===== config.mk =====
export PLATFORM = sky130hd
export DESIGN_NAME = rtc_wprot_sync
export DESIGN_NICKNAME = d
export VERILOG_FILES = /design/src/rtl/rtc_wp_pkg.sv /design/src/rtl/rtc_wp_gate.sv /design/src/rtl/rtc_wp_fsm.sv /design/src/rtl/rtc_wp_xfer.sv /design/src/rtl/rtc_wprot_sync.sv
export SDC_FILE = /design/constraint.sdc
export NUM_CORES = 1
export LEC_CHECK = 0
export BUFFER_PORTS_ARGS = -buffer_cell sky130_fd_sc_hd__buf_2
export CORE_ASPECT_RATIO = 0.9
export CORE_UTILIZATION = 45
export CTS_BUF_LIST = sky130_fd_sc_hd__clkbuf_16
export CTS_CLUSTER_SIZE = 14
export DETAILED_ROUTE_END_ITERATION = 8
export HOLD_SLACK_MARGIN = 0.03
export PLACE_DENSITY = 0.76
export SYNTH_ARGS = -nofsm -noshare
export SYNTH_HDL_FRONTEND = slang
export SYNTH_SLANG_ARGS = --single-unit

===== constraint.sdc =====
create_clock -name clk -period 2.3 [get_ports clk]
set_clock_uncertainty 0.05 [all_clocks]
set_input_delay 0.115 -clock clk [delete_from_list [all_inputs] [get_ports clk]]
set_output_delay 0.115 -clock clk [all_outputs]
set_load 0.1 [all_outputs]

===== src/rtl/rtc_wp_pkg.sv =====
package rtc_wp_pkg;
    localparam int ADDR_W = 3;

    localparam logic [ADDR_W-1:0] A_CTRL    = 3'd0;
    localparam logic [ADDR_W-1:0] A_SEC     = 3'd1;
    localparam logic [ADDR_W-1:0] A_SUB     = 3'd2;
    localparam logic [ADDR_W-1:0] A_ALM_TOD = 3'd3;
    localparam logic [ADDR_W-1:0] A_ALM_SS  = 3'd4;
    localparam logic [ADDR_W-1:0] A_TRIM    = 3'd5;
    localparam logic [ADDR_W-1:0] A_OSC     = 3'd6;

    localparam int B_RUN  = 0;
    localparam int B_TOD  = 1;
    localparam int B_SS   = 2;
    localparam int B_UNL  = 3;
    localparam int B_REJ  = 4;
    localparam int B_BUSY = 5;

    typedef enum logic [1:0] {
        ST_BOOT = 2'd0,
        ST_IDLE = 2'd1,
        ST_PEND = 2'd2
    } sync_state_e;
endpackage


===== src/rtl/rtc_wp_gate.sv =====
module rtc_wp_gate
    import rtc_wp_pkg::*;
(
    input  logic              wr_en,
    input  logic [ADDR_W-1:0] wr_addr,
    input  logic              new_run,
    input  logic              new_tod,
    input  logic              new_ss,
    input  logic              busy,
    input  logic              run_q,
    input  logic              tod_q,
    input  logic              ss_q,
    input  logic              unl_q,
    output logic              acc_prot,
    output logic              acc_sec,
    output logic              acc_sub,
    output logic              acc_alm_tod,
    output logic              acc_alm_ss,
    output logic              acc_trim,
    output logic              acc_osc,
    output logic              rejected,
    output logic              start_sync
);
    logic sel_ctrl, sel_sec, sel_sub, sel_tod, sel_ss, sel_trim, sel_osc;
    logic prot_diff, ctrl_ok, cnt_ok, unl_ok;

    always_comb begin
        sel_ctrl = wr_en && (wr_addr == A_CTRL);
        sel_sec  = wr_en && (wr_addr == A_SEC);
        sel_sub  = wr_en && (wr_addr == A_SUB);
        sel_tod  = wr_en && (wr_addr == A_ALM_TOD);
        sel_ss   = wr_en && (wr_addr == A_ALM_SS);
        sel_trim = wr_en && (wr_addr == A_TRIM);
        sel_osc  = wr_en && (wr_addr == A_OSC);

        prot_diff = (new_run != run_q) || (new_tod != tod_q) || (new_ss != ss_q);
        // stopping the counter needs a prior unlock
        ctrl_ok   = !busy && (!(run_q && !new_run) || unl_q);
        cnt_ok    = !busy && !run_q;
        unl_ok    = !busy && unl_q;

        acc_prot    = sel_ctrl && prot_diff && ctrl_ok;
        acc_sec     = sel_sec  && cnt_ok;
        acc_sub     = sel_sub  && cnt_ok;
        acc_alm_tod = sel_tod  && !tod_q;
        acc_alm_ss  = sel_ss   && !ss_q;
        acc_trim    = sel_trim && unl_ok;
        acc_osc     = sel_osc  && unl_ok;

        rejected = (sel_ctrl && prot_diff && !ctrl_ok)
                 || ((sel_sec || sel_sub) && !cnt_ok)
                 || (sel_tod && tod_q) || (sel_ss && ss_q)
                 || ((sel_trim || sel_osc) && !unl_ok);

        start_sync = acc_prot || acc_sec || acc_sub || acc_trim;
    end
endmodule


===== src/rtl/rtc_wp_fsm.sv =====
module rtc_wp_fsm
    import rtc_wp_pkg::*;
(
    input  logic clk,
    input  logic rst_n,
    input  logic tick_32k,
    input  logic tick_4k,
    input  logic start_sync,
    output logic busy,
    output logic xfer
);
    sync_state_e state_q, state_d;

    always_ff @(posedge clk or negedge rst_n) begin
        if (!rst_n) state_q <= ST_BOOT;
        else        state_q <= state_d;
    end

    always_comb begin
        state_d = state_q;
        unique case (state_q)
            ST_BOOT: if (tick_32k)   state_d = ST_IDLE;
            ST_IDLE: if (start_sync) state_d = ST_PEND;
            ST_PEND: if (tick_32k)   state_d = ST_IDLE;
            default:                 state_d = ST_BOOT;
        endcase
    end

    always_comb begin
        busy = (state_q != ST_IDLE);
        xfer = busy && tick_32k;
    end

    // 4 kHz ticks seen during the current busy span
    logic [1:0] span_4k_q;
    always_ff @(posedge clk or negedge rst_n) begin
        if (!rst_n)                             span_4k_q <= 2'd0;
        else if (!busy)                         span_4k_q <= 2'd0;
        else if (tick_4k && span_4k_q != 2'd3)  span_4k_q <= span_4k_q + 2'd1;
    end

    p_boot_once_r1: assert property (@(posedge clk) disable iff (!rst_n)
        (state_q != ST_BOOT) |=> (state_q != ST_BOOT));
    p_start_busy_r2: assert property (@(posedge clk) disable iff (!rst_n)
        (start_sync && state_q == ST_IDLE) |=> busy);
    p_tick_clears_r4: assert property (@(posedge clk) disable iff (!rst_n)
        (busy && tick_32k) |=> !busy);
    p_span_4k_r4: assert property (@(posedge clk) disable iff (!rst_n)
        span_4k_q < 2'd2);
endmodule


===== src/rtl/rtc_wp_xfer.sv =====
module rtc_wp_xfer #(
    parameter int CNT_W  = 32,
    parameter int SUB_W  = 12,
    parameter int TRIM_W = 8
) (
    input  logic              clk,
    input  logic              rst_n,
    input  logic              xfer,
    input  logic              run_q,
    input  logic              tod_q,
    input  logic              ss_q,
    input  logic [CNT_W-1:0]  sec_q,
    input  logic [SUB_W-1:0]  sub_q,
    input  logic [TRIM_W-1:0] trim_q,
    output logic              sync_run,
    output logic              sync_tod_en,
    output logic              sync_ss_en,
    output logic [CNT_W-1:0]  sync_sec,
    output logic [SUB_W-1:0]  sync_sub,
    output logic [TRIM_W-1:0] sync_trim,
    output logic              sync_load
);
    always_ff @(posedge clk or negedge rst_n) begin
        if (!rst_n) begin
            sync_run    <= 1'b0;
            sync_tod_en <= 1'b0;
            sync_ss_en  <= 1'b0;
            sync_sec    <= '0;
            sync_sub    <= '0;
            sync_trim   <= '0;
            sync_load   <= 1'b0;
        end else begin
            sync_load <= xfer;
            if (xfer) begin
                sync_run    <= run_q;
                sync_tod_en <= tod_q;
                sync_ss_en  <= ss_q;
                sync_sec    <= sec_q;
                sync_sub    <= sub_q;
                sync_trim   <= trim_q;
            end
        end
    end

    p_sync_hold_r4: assert property (@(posedge clk) disable iff (!rst_n)
        !xfer |=> ($stable(sync_sec) && $stable(sync_trim) && $stable(sync_run)));
endmodule


===== src/rtl/rtc_wprot_sync.sv =====
module rtc_wprot_sync
    import rtc_wp_pkg::*;
#(
    parameter int DATA_W = 32,
    parameter int CNT_W  = 32,
    parameter int SUB_W  = 12,
    parameter int TRIM_W = 8,
    parameter int OSC_W  = 8
) (
    input  logic              clk,
    input  logic              rst_n,
    input  logic              tick_32k,
    input  logic              tick_4k,
    input  logic              wr_en,
    input  logic [2:0]        wr_addr,
    input  logic [DATA_W-1:0] wr_data,
    input  logic [2:0]        rd_addr,
    output logic [DATA_W-1:0] rd_data,
    output logic              busy,
    output logic              wr_reject,
    output logic [CNT_W-1:0]  alm_tod_q,
    output logic [SUB_W-1:0]  alm_ss_q,
    output logic [OSC_W-1:0]  osc_q,
    output logic              sync_run,
    output logic              sync_tod_en,
    output logic              sync_ss_en,
    output logic [CNT_W-1:0]  sync_sec,
    output logic [SUB_W-1:0]  sync_sub,
    output logic [TRIM_W-1:0] sync_trim,
    output logic              sync_load
);
    localparam int CTRL_W = B_BUSY + 1;

    logic run_q, tod_q, ss_q, unl_q;
    logic [CNT_W-1:0]  sec_q;
    logic [SUB_W-1:0]  sub_q;
    logic [TRIM_W-1:0] trim_q;

    logic acc_prot, acc_sec, acc_sub, acc_alm_tod, acc_alm_ss, acc_trim, acc_osc;
    logic rejected, start_sync, xfer, ctrl_wr;

    assign ctrl_wr = wr_en && (wr_addr == A_CTRL);

    rtc_wp_gate u_gate (
        .wr_en(wr_en), .wr_addr(wr_addr),
        .new_run(wr_data[B_RUN]), .new_tod(wr_data[B_TOD]), .new_ss(wr_data[B_SS]),
        .busy(busy), .run_q(run_q), .tod_q(tod_q), .ss_q(ss_q), .unl_q(unl_q),
        .acc_prot(acc_prot), .acc_sec(acc_sec), .acc_sub(acc_sub),
        .acc_alm_tod(acc_alm_tod), .acc_alm_ss(acc_alm_ss),
        .acc_trim(acc_trim), .acc_osc(acc_osc),
        .rejected(rejected), .start_sync(start_sync)
    );

    rtc_wp_fsm u_fsm (
        .clk(clk), .rst_n(rst_n), .tick_32k(tick_32k), .tick_4k(tick_4k),
        .start_sync(start_sync), .busy(busy), .xfer(xfer)
    );

    rtc_wp_xfer #(.CNT_W(CNT_W), .SUB_W(SUB_W), .TRIM_W(TRIM_W)) u_xfer (
        .clk(clk), .rst_n(rst_n), .xfer(xfer),
        .run_q(run_q), .tod_q(tod_q), .ss_q(ss_q),
        .sec_q(sec_q), .sub_q(sub_q), .trim_q(trim_q),
        .sync_run(sync_run), .sync_tod_en(sync_tod_en), .sync_ss_en(sync_ss_en),
        .sync_sec(sync_sec), .sync_sub(sync_sub), .sync_trim(sync_trim),
        .sync_load(sync_load)
    );

    // shadow registers on the bus side
    always_ff @(posedge clk or negedge rst_n) begin
        if (!rst_n) begin
            run_q <= 1'b0; tod_q <= 1'b0; ss_q <= 1'b0; unl_q <= 1'b0;
            sec_q <= '0; sub_q <= '0; trim_q <= '0;
            alm_tod_q <= '0; alm_ss_q <= '0; osc_q <= '0;
            wr_reject <= 1'b0;
        end else begin
            if (acc_prot) begin
                run_q <= wr_data[B_RUN];
                tod_q <= wr_data[B_TOD];
                ss_q  <= wr_data[B_SS];
            end
            if (ctrl_wr)     unl_q     <= wr_data[B_UNL];
            if (acc_sec)     sec_q     <= wr_data[CNT_W-1:0];
            if (acc_sub)     sub_q     <= wr_data[SUB_W-1:0];
            if (acc_trim)    trim_q    <= wr_data[TRIM_W-1:0];
            if (acc_alm_tod) alm_tod_q <= wr_data[CNT_W-1:0];
            if (acc_alm_ss)  alm_ss_q  <= wr_data[SUB_W-1:0];
            if (acc_osc)     osc_q     <= wr_data[OSC_W-1:0];
            if (rejected)                        wr_reject <= 1'b1;
            else if (ctrl_wr && wr_data[B_REJ])  wr_reject <= 1'b0;
        end
    end

    always_comb begin
        rd_data = '0;
        unique case (rd_addr)
            A_CTRL:    rd_data = DATA_W'({busy, wr_reject, unl_q, ss_q, tod_q, run_q});
            A_SEC:     rd_data = DATA_W'(sec_q);
            A_SUB:     rd_data = DATA_W'(sub_q);
            A_ALM_TOD: rd_data = DATA_W'(alm_tod_q);
            A_ALM_SS:  rd_data = DATA_W'(alm_ss_q);
            A_TRIM:    rd_data = DATA_W'(trim_q);
            A_OSC:     rd_data = DATA_W'(osc_q);
            default:   rd_data = '0;
        endcase
    end

    initial assert (CTRL_W <= DATA_W && CNT_W <= DATA_W && SUB_W <= DATA_W);

    p_blocked_sec_r3: assert property (@(posedge clk) disable iff (!rst_n)
        (wr_en && wr_addr == A_SEC && busy) |=> ($stable(sec_q) && wr_reject));
    p_clear_needs_unlock_r5: assert property (@(posedge clk) disable iff (!rst_n)
        (run_q && !unl_q) |=> run_q);
    p_count_gate_r6: assert property (@(posedge clk) disable iff (!rst_n)
        (wr_en && wr_addr == A_SUB && run_q) |=> $stable(sub_q));
    p_alarm_gate_r7: assert property (@(posedge clk) disable iff (!rst_n)
        (wr_en && wr_addr == A_ALM_TOD && tod_q) |=> $stable(alm_tod_q));
    p_trim_gate_r8: assert property (@(posedge clk) disable iff (!rst_n)
        (wr_en && wr_addr == A_TRIM && !unl_q) |=> $stable(trim_q));
    p_osc_no_busy_r8: assert property (@(posedge clk) disable iff (!rst_n)
        (!busy && wr_en && wr_addr == A_OSC) |=> !busy);
    p_reject_sticky_r9: assert property (@(posedge clk) disable iff (!rst_n)
        (wr_reject && !ctrl_wr) |=> wr_reject);
endmodule


Word-level counts from Yosys, hierarchy flattened
Index checks and enable logic that the tools add are counted.
- output and inout bits: 142
- bits of input ports: 43
- register bits after elaboration: 167
- logic and storage cells: 98
- mux-type cells: 6
- reductions and logical operators: 53
- eq/ne operators: 20
- operator list (kind ; count):
    32-bit one-hot mux with 7 select lines ; 1
    1-bit logical AND ; 26
    3-bit equality test, second input constant ; 6
    3-bit by 2-bit equality test with 1-bit output, second input constant ; 4
    1-bit logical OR ; 12
    1-bit zero test ; 9
    3-bit by 1-bit equality test with 1-bit output, second input constant ; 2
    3-bit zero test ; 2
    2-bit 2-to-1 mux ; 2
    2-bit by 1-bit inequality test with 1-bit output, second input constant ; 2
    2-bit one-hot mux with 2 select lines ; 1
    1-bit inequality test ; 3
    2-bit by 1-bit equality test with 1-bit output, second input constant ; 1
    2-bit equality test, second input constant ; 1
    2-bit zero test ; 1
    1-bit 2-to-1 mux ; 2
    2-bit inequality test, second input constant ; 1
    2-bit AND reduction ; 1
    2-bit nonzero test ; 1
    2-bit OR reduction ; 1

Depth between registers and ports, before layout
Gate-level depths: netlist of run 1.
- word-level depth: 12
- depth in mapped cells: 7
- gate-level depth less buffers: 6

Modules after synthesis
A second synthesis of run 1 with hierarchy kept.
- cell total of the unflattened synthesis: 521
- area total of the unflattened synthesis: 7706.1 um^2
- by module, submodules not included (module ; area an instance (um^2) ; sequential area each (um^2) ; instances ; cells each):
    rtc_wprot_sync ; 5042.3 ; 2727.6 ; 1 ; 361
    rtc_wp_xfer ; 2319.7 ; 1401.3 ; 1 ; 117
    rtc_wp_gate ; 247.7 ; 0.0 ; 1 ; 34
    rtc_wp_fsm ; 96.3 ; 50.0 ; 1 ; 9

Least setup slack after synthesis of run 1
Ideal clock, no wire load.
- kind: flip-flop to output port
- start point: register u_fsm.state_q[0]
- end point: output rd_data[5]
- slack: -1.018 ns
- stages on the path, launching flop included: 6
- arrival time: 3.153 ns
- path buffers: 0
- data required time: 2.135 ns
- cell sequence: dfrtp_1 > and2b_1 > inv_1 > mux4_2 > nor2_1 > a21oi_1
- word-level cells in the longest chain between the ends: 2
- ends and longest elaborated chain (what ; RTL line ; RTL):
    start, declared ; rtc_wp_fsm.sv:12 ; sync_state_e state_q, state_d;
    start signal, assigned ; rtc_wp_fsm.sv:16 ; else state_q <= state_d;
    2-bit by 1-bit inequality test with 1-bit output ; rtc_wp_fsm.sv:30 ; busy = (state_q != ST_IDLE);
    via busy ; rtc_wprot_sync.sv:19 ; output logic busy,
    32-bit one-hot mux with 7 select lines ; rtc_wprot_sync.sv:95 ; unique case (rd_addr)
    end, declared ; rtc_wprot_sync.sv:18 ; output logic [DATA_W-1:0] rd_data,
The timed path passes the listed nets, and every way through them passes these cells.

Final worst setup path of run 1
- start point: register u_fsm.state_q[1]
- end point: output rd_data[5]
- word-level cells in the longest chain between the ends: 2
- ends and longest elaborated chain (what ; RTL line):
    2-bit by 1-bit inequality test with 1-bit output ; rtc_wp_fsm.sv:30
    32-bit one-hot mux with 7 select lines ; rtc_wprot_sync.sv:95
Every way passes these cells.

==> impl_metrics.tcl, run 1 <==
set metrics [dict create \
    die_x_um 137.3 \
    setup_violations 0 \
    start_util 0.4596 \
    syn_inst 515 \
    yosysWarnings 0 \
    maxCapViolCount 0 \
    holdPathStages 3 \
    syn_nets 559 \
    synth-seq-cells 167 \
    cts_root_buffer "clkbuf_16" \
    yosys.cell_types.count 43 \
    wl_um 19070 \
    outcome "finished clean" \
    arrival_ps 2050 \
    port_buffers 183 \
    io_pins 185 \
    slew_viol_final 0 \
    crit_path_end_kind "output pin" \
    cts.sinks 167 \
    critPathBufInv 2 \
    via_per_inst 5.377 \
    reg2reg_to "trim_q[5]$_DFFE_PN0P_" \
    fin_nets 785 \
    ys_async_sr_fraction 1.000 \
    path_delay_family "multiplexers" \
    dr.pass1.iters 4 \
    vias 5167 \
    hold_path.class "input port to flop" \
    wl_per_cell_um 19.84 \
    critPathKind "flop to output pin" \
    finalSetupTns_ps 0 \
    hold_start "wr_addr[1]" \
    critPathMaxFanout 4 \
    ant_nets 0 \
    drive_gt1_frac 0.5862 \
    grt_pass1_vias 5241 \
    synth_edf_count 0 \
    crit_slowest_cell "mux4_2" \
    maxSlewHeadroom 0.5916 \
    gp_congestion 0.8544 \
    cp-start-kind "flop" \
    antenna_found_initial 0 \
    fillers 1226 \
    yosys-top-cells-area "dfrtp_1 (56%), mux2_2 (21%), mux2_4 (6.1%), mux2i_1 (4.3%), nor2_1 (1.8%)" \
    grt_pass1_wl_um 28900 \
    drt_iter0_drc 233 \
    dp.final_hpwl_um 13010 \
    grt_start_max_net_pins 64 \
    htreeDepth 4 \
    whs_ps 74.94 \
    worst_slack_ps 84.68 \
    areaGrowthSynthToFinish_pct 37.81 \
    crit_chain "and2b_2 -> clkinvlp_4 -> mux4_2 -> nor2_1 -> a21oi_2 -> buf_12" \
    rsz0062_at_grt "no" \
    slowest_delay_ps 460 \
    synth.avg_cell_area_um2 14.39 \
    overflow 0 \
    synth-seq-area-share 0.5637 \
    reg2reg_slack_ps 190 \
    place_ws_ps 196.9 \
    track_usage 0.2311 \
    synth_flop_cell "dfrtp_1" \
    numCtsBuffers 17 \
    place_area_um2 9241 \
    timing.fmax_ghz 0.4514 \
    hold_violations 0 \
    clockBufferDepth 2 \
    yosysTopAreaCell "dfrtp_1" \
    worstSetupStartpoint "u_fsm.state_q[1]$_DFFE_PN0P_" \
    rows 44 \
    fin_area_um2 10220 \
    fp.coreArea_um2 16130 \
    netlist.area_leader.share 0.5637 \
    clk_pin_slew_ps 60 \
    rr_startpoint "u_fsm.state_q[1]$_DFFE_PN0P_" \
    r2r_cells 6 \
    period_share 0.9632 \
    clock_latency_ps 430 \
    die_y_um 123.8 \
    yosys-top-cells-count "dfrtp_1 (167), mux2_2 (135), nor2_1 (35)" \
    hold_end "wr_reject$_DFFE_PN0P_" \
    cp.required_ps 2130 \
    route.detailed.drc 0 \
    syn_area_um2 7413 \
    tightest_slew_ps 612.7 \
    synthMostInstantiatedCell "dfrtp_1" \
    cts_tree "yes" \
    die-area_um2 16990 \
    fin_crit_ps 2215 \
    antennaDiodeCount 0 \
]
[routing by layer]
layer	track usage	share of wire	vias to the layer above	wire, µm
li1	-	-	2312	-
met1	0.3003	0.43	2704	8278
met2	0.3769	0.50	127	9573
met3	0.05657	0.043	24	813
met4	0.08173	0.021	0	402
met5	0	0	-	0
[cell families (layout without fill, tap and decap cells)]
logic type      after synthesis  in the layout  synth area share
xor+xnor                      3              3          0.003545
mux                         202            202            0.3242
flops                       167            167            0.5637
buf+inv                      38            277           0.02903
simple gates                 66             66           0.04473
fa+ha+maj                     1              1          0.001687
compound gates               38             38           0.03308
[how the worst max path moves through the flow]
stage               slack, ps  cells past startpoint               endpoint
global route               30                      6             rd_data[5]
global placement          220                      5  sec_q[13]$_DFFE_PN0P_
CTS                        50                      6             rd_data[5]
detailed placement        200                      5  sec_q[10]$_DFFE_PN0P_
floorplan                -600                      4             rd_data[6]
finish                     80                      6             rd_data[5]
[per-stage QoR]
stage,cells,utilization
5_1_grt,961,0.6333
2_1_floorplan,515,-
6_report,961,0.6333
3_5_place_dp,892,0.5729
3_3_place_gp,892,0.5729
4_1_cts,959,0.6324
[final cells by class]
class                   instances  area (µm²)  share of cell area
clock buffers                  17       425.4             0.04164
clock inverters                15       182.7             0.01788
inverters                       7       30.03            0.002939
multi-input cells             310        3177              0.3110
flip-flops and latches        167        4179              0.4091
well taps                     207       259.0             0.02535
repair buffers                238        1963              0.1922
[flip-flops by register name, indices dropped and copies added, names as in the netlist, 2 cells and up]
register          flops
alm_tod_q            32
sec_q                32
u_xfer.sync_sec      32
alm_ss_q             12
sub_q                12
u_xfer.sync_sub      12
osc_q                 8
trim_q                8
u_xfer.sync_trim      8
u_fsm.state_q         2
[tightest hold or removal path: stages]
cell	delay, ps
buf_2	170
o221ai_1	90
a31o_2	150
[repair_timing]
item                                    4_1_cts  5_1_grt
endpoints found under the setup margin        1        1
setup buffers                                 0        2
resized for setup                             1        0
endpoints found under the hold margin       172        0
gates cloned                                  0        0
hold buffers                                 35        0
[layout by cell type, fill, tap and decap left out, drive strengths merged, types with 2 or more instances in the layout]
cell,netlist,final
buf,18,203
mux4,5,5
nor2b,5,5
mux2i,32,32
nor2,35,35
dlygate4sd3,0,35
mux2,165,165
xnor2,3,3
nand2,9,9
a32o,2,2
a21oi,14,14
a22oi,5,5
o22ai,5,5
bufinv,0,4
o21ai,3,3
clkinv,0,7
nand2b,2,2
nor4,2,2
inv,7,9
dfrtp,167,167
clkinvlp,0,2
a31oi,2,2
o221ai,2,2
clkbuf,13,17
nand3,3,3
Power of run 1 is not shown: default switching activity piles up to over one toggle a cycle in this logic, so the estimate is an artifact.
==> inputs of run 2 (changes only) <==
--- a/config.mk
+++ b/config.mk
@@ -8,7 +8,7 @@
 export BUFFER_PORTS_ARGS = -buffer_cell sky130_fd_sc_hd__buf_2
 export CORE_ASPECT_RATIO = 0.9
 export CORE_UTILIZATION = 45
-export CTS_BUF_LIST = sky130_fd_sc_hd__clkbuf_16
+export CTS_BUF_LIST = sky130_fd_sc_hd__clkbuf_4
 export CTS_CLUSTER_SIZE = 14
 export DETAILED_ROUTE_END_ITERATION = 8
 export HOLD_SLACK_MARGIN = 0.03
==> run 2 against run 1 <==
  * The flow now finishes with violations (negative setup slack)
  * Hold slack lost 11 ps
  * Non-clock buffer count grew 6
  * Maximum frequency shrank 4.9%
  * Final area shrank 2.0%
  * Count of clock-buffer cells in the layout grew 1
  * First-iteration DRC count grew 9.4%
  * Setup slack lost 120 ps
  * Wire length grew 0.89%
  * Critical path depth is the same
  * Cell count grew 0.83%
  * Via count grew 0.85%
  * Die area is the same
==> impl_metrics.tcl, run 2 (synthesis results as in run 1) <==
set metrics [dict create \
    overflow 0 \
    met1_usage 0.3015 \
    layout_commonest_cell "dfrtp_1" \
    track_usage 0.2329 \
    cp-start-kind "flop" \
    antenna_found_initial 2 \
    met3_usage 0.05169 \
    setup_violations 1 \
    period_share 1.013 \
    fin_nets 791 \
    met2_usage 0.3848 \
    grt_start_max_net_pins 56 \
    numCtsBuffers 17 \
    gp_congestion 0.8544 \
    clock_latency_ps 570 \
    wl_per_cell_um 19.85 \
    die_x_um 137.3 \
    htreeDepth 4 \
    hold_path.class "input port to asynchronous set/reset pin" \
    vias 5211 \
    fin_crit_ps 2331 \
    rsz0062_at_grt "yes" \
    whs_ps 63.61 \
    clockBufferDepth 2 \
    die_y_um 123.8 \
    worst_slack_ps -30.61 \
    start_util 0.4596 \
    outcome "finished with violations" \
    clk_pin_slew_ps 140 \
    dr.pass1.iters 4 \
    ant_nets 0 \
    slew_viol_final 0 \
    fillers 1251 \
    via_per_inst 5.378 \
    timing.fmax_ghz 0.4291 \
    tightest_slew_ps 901.1 \
    reg.largest.list "alm_tod_q x32, sec_q x32, u_xfer.sync_sec x32" \
    wl_um 19240 \
    rows 44 \
    io_pins 185 \
    grt_pass1_wl_um 29310 \
    seqCellArea_um2 4179 \
    critPathMaxFanout 2 \
    die-area_um2 16990 \
    crit_path_end_kind "output pin" \
    grt_pass1_vias 5298 \
    areaGrowthSynthToFinish_pct 35.00 \
    multi_input_area_um2 3191 \
    finalSetupTns_ps -30.61 \
    maxSlewHeadroom 0.3973 \
    violations "negative setup slack" \
    drt_iter0_drc 255 \
    cts_root_buffer "clkbuf_4" \
    hold_violations 0 \
    fin_cells 969 \
    route.detailed.drc 0 \
    dp.final_hpwl_um 13010 \
    critPathKind "flop to output pin" \
    fp.coreArea_um2 16130 \
    cp.required_ps 2130 \
    busiest_layer "met2" \
    placed_cells 892 \
    arrival_ps 2170 \
    cts_tree "yes" \
    drive_gt1_frac 0.5882 \
    final_cell_mix "dfrtp_1 (167), buf_2 (151), mux2_2 (135), dlygate4sd3_1 (39), buf_12 (38)" \
    maxCapViolCount 0 \
    port_buffers 183 \
    cts.sinks 167 \
]
-- run 2: cell count changes in the layout (fill, tap and decap cells not counted), moves of 2 or more --
| cell | previous run | this run |
|---|---|---|
| clkbuf_4 | 0 | 18 |
| clkbuf_16 | 17 | 0 |
| dlygate4sd3_1 | 35 | 39 |
| diode_2 | 0 | 2 |
-- run 2: what timing repair did --
item | CTS | global route
setup buffers | 2 | 1
setup endpoints to repair | 1 | 3
hold buffers | 40 | 0
pin swaps | 0 | 1
hold endpoints to repair | 279 | 0
gates resized for setup | 2 | 2
-- run 2: per-layer routing --
metal	wire length, µm	part of all wire	vias up
li1	-	-	2324
met1	8381	0.44	2712
met2	9628	0.50	149
met3	855	0.044	26
met4	371	0.019	0
met5	0	0	-
-- run 2: final timing paths --
kind / start / end / slack, ps / cells past startpoint
min in group clk: wr_addr[0] / u_fsm.state_q[1]$_DFFE_PN0P_ / 100 / 5
min reg2reg: u_xfer.sync_trim[6]$_DFFE_PN0P_ / u_xfer.sync_trim[6]$_DFFE_PN0P_ / 470 / 1
max in group asynchronous: rst_n / alm_tod_q[11]$_DFFE_PN0P_ / 860 / 3
max reg2reg: u_fsm.state_q[1]$_DFFE_PN0P_ / wr_reject$_DFFE_PN0P_ / 40 / 8
max: u_fsm.state_q[1]$_DFFE_PN0P_ / rd_data[5] / -30 / 6
min: rst_n / sec_q[18]$_DFFE_PN0P_ / 60 / 3
-- run 2: area by class of cell --
cell class,instances,share of cell area
well taps,207,0.02588
repair buffers,244,0.2029
inverters,7,0.003000
multi-input cells,310,0.3188
flip-flops and latches,167,0.4176
clock buffers,18,0.01350
clock inverters,14,0.01788
diodes,2,0.0005001
-- run 2: worst max-delay path: stages, from the launching register on --
cell and delay [ps]:
dfrtp_1 420, and2b_2 250, clkinvlp_4 110, mux4_2 470, nor2_2 100, a21oi_2 50
buf_12 180
-- run 2: per-stage QoR --
step	setup WS, ps	util	cell area, µm²
finish	-30.61	0.6205	10010
global route	-101.2	0.6205	10010
CTS	-42.70	0.6190	9985
detailed placement	196.9	0.5729	9241
global placement	224.9	0.5729	9241
floorplan	-604.0	-	7576
Power of run 2 is left out for the same reason.
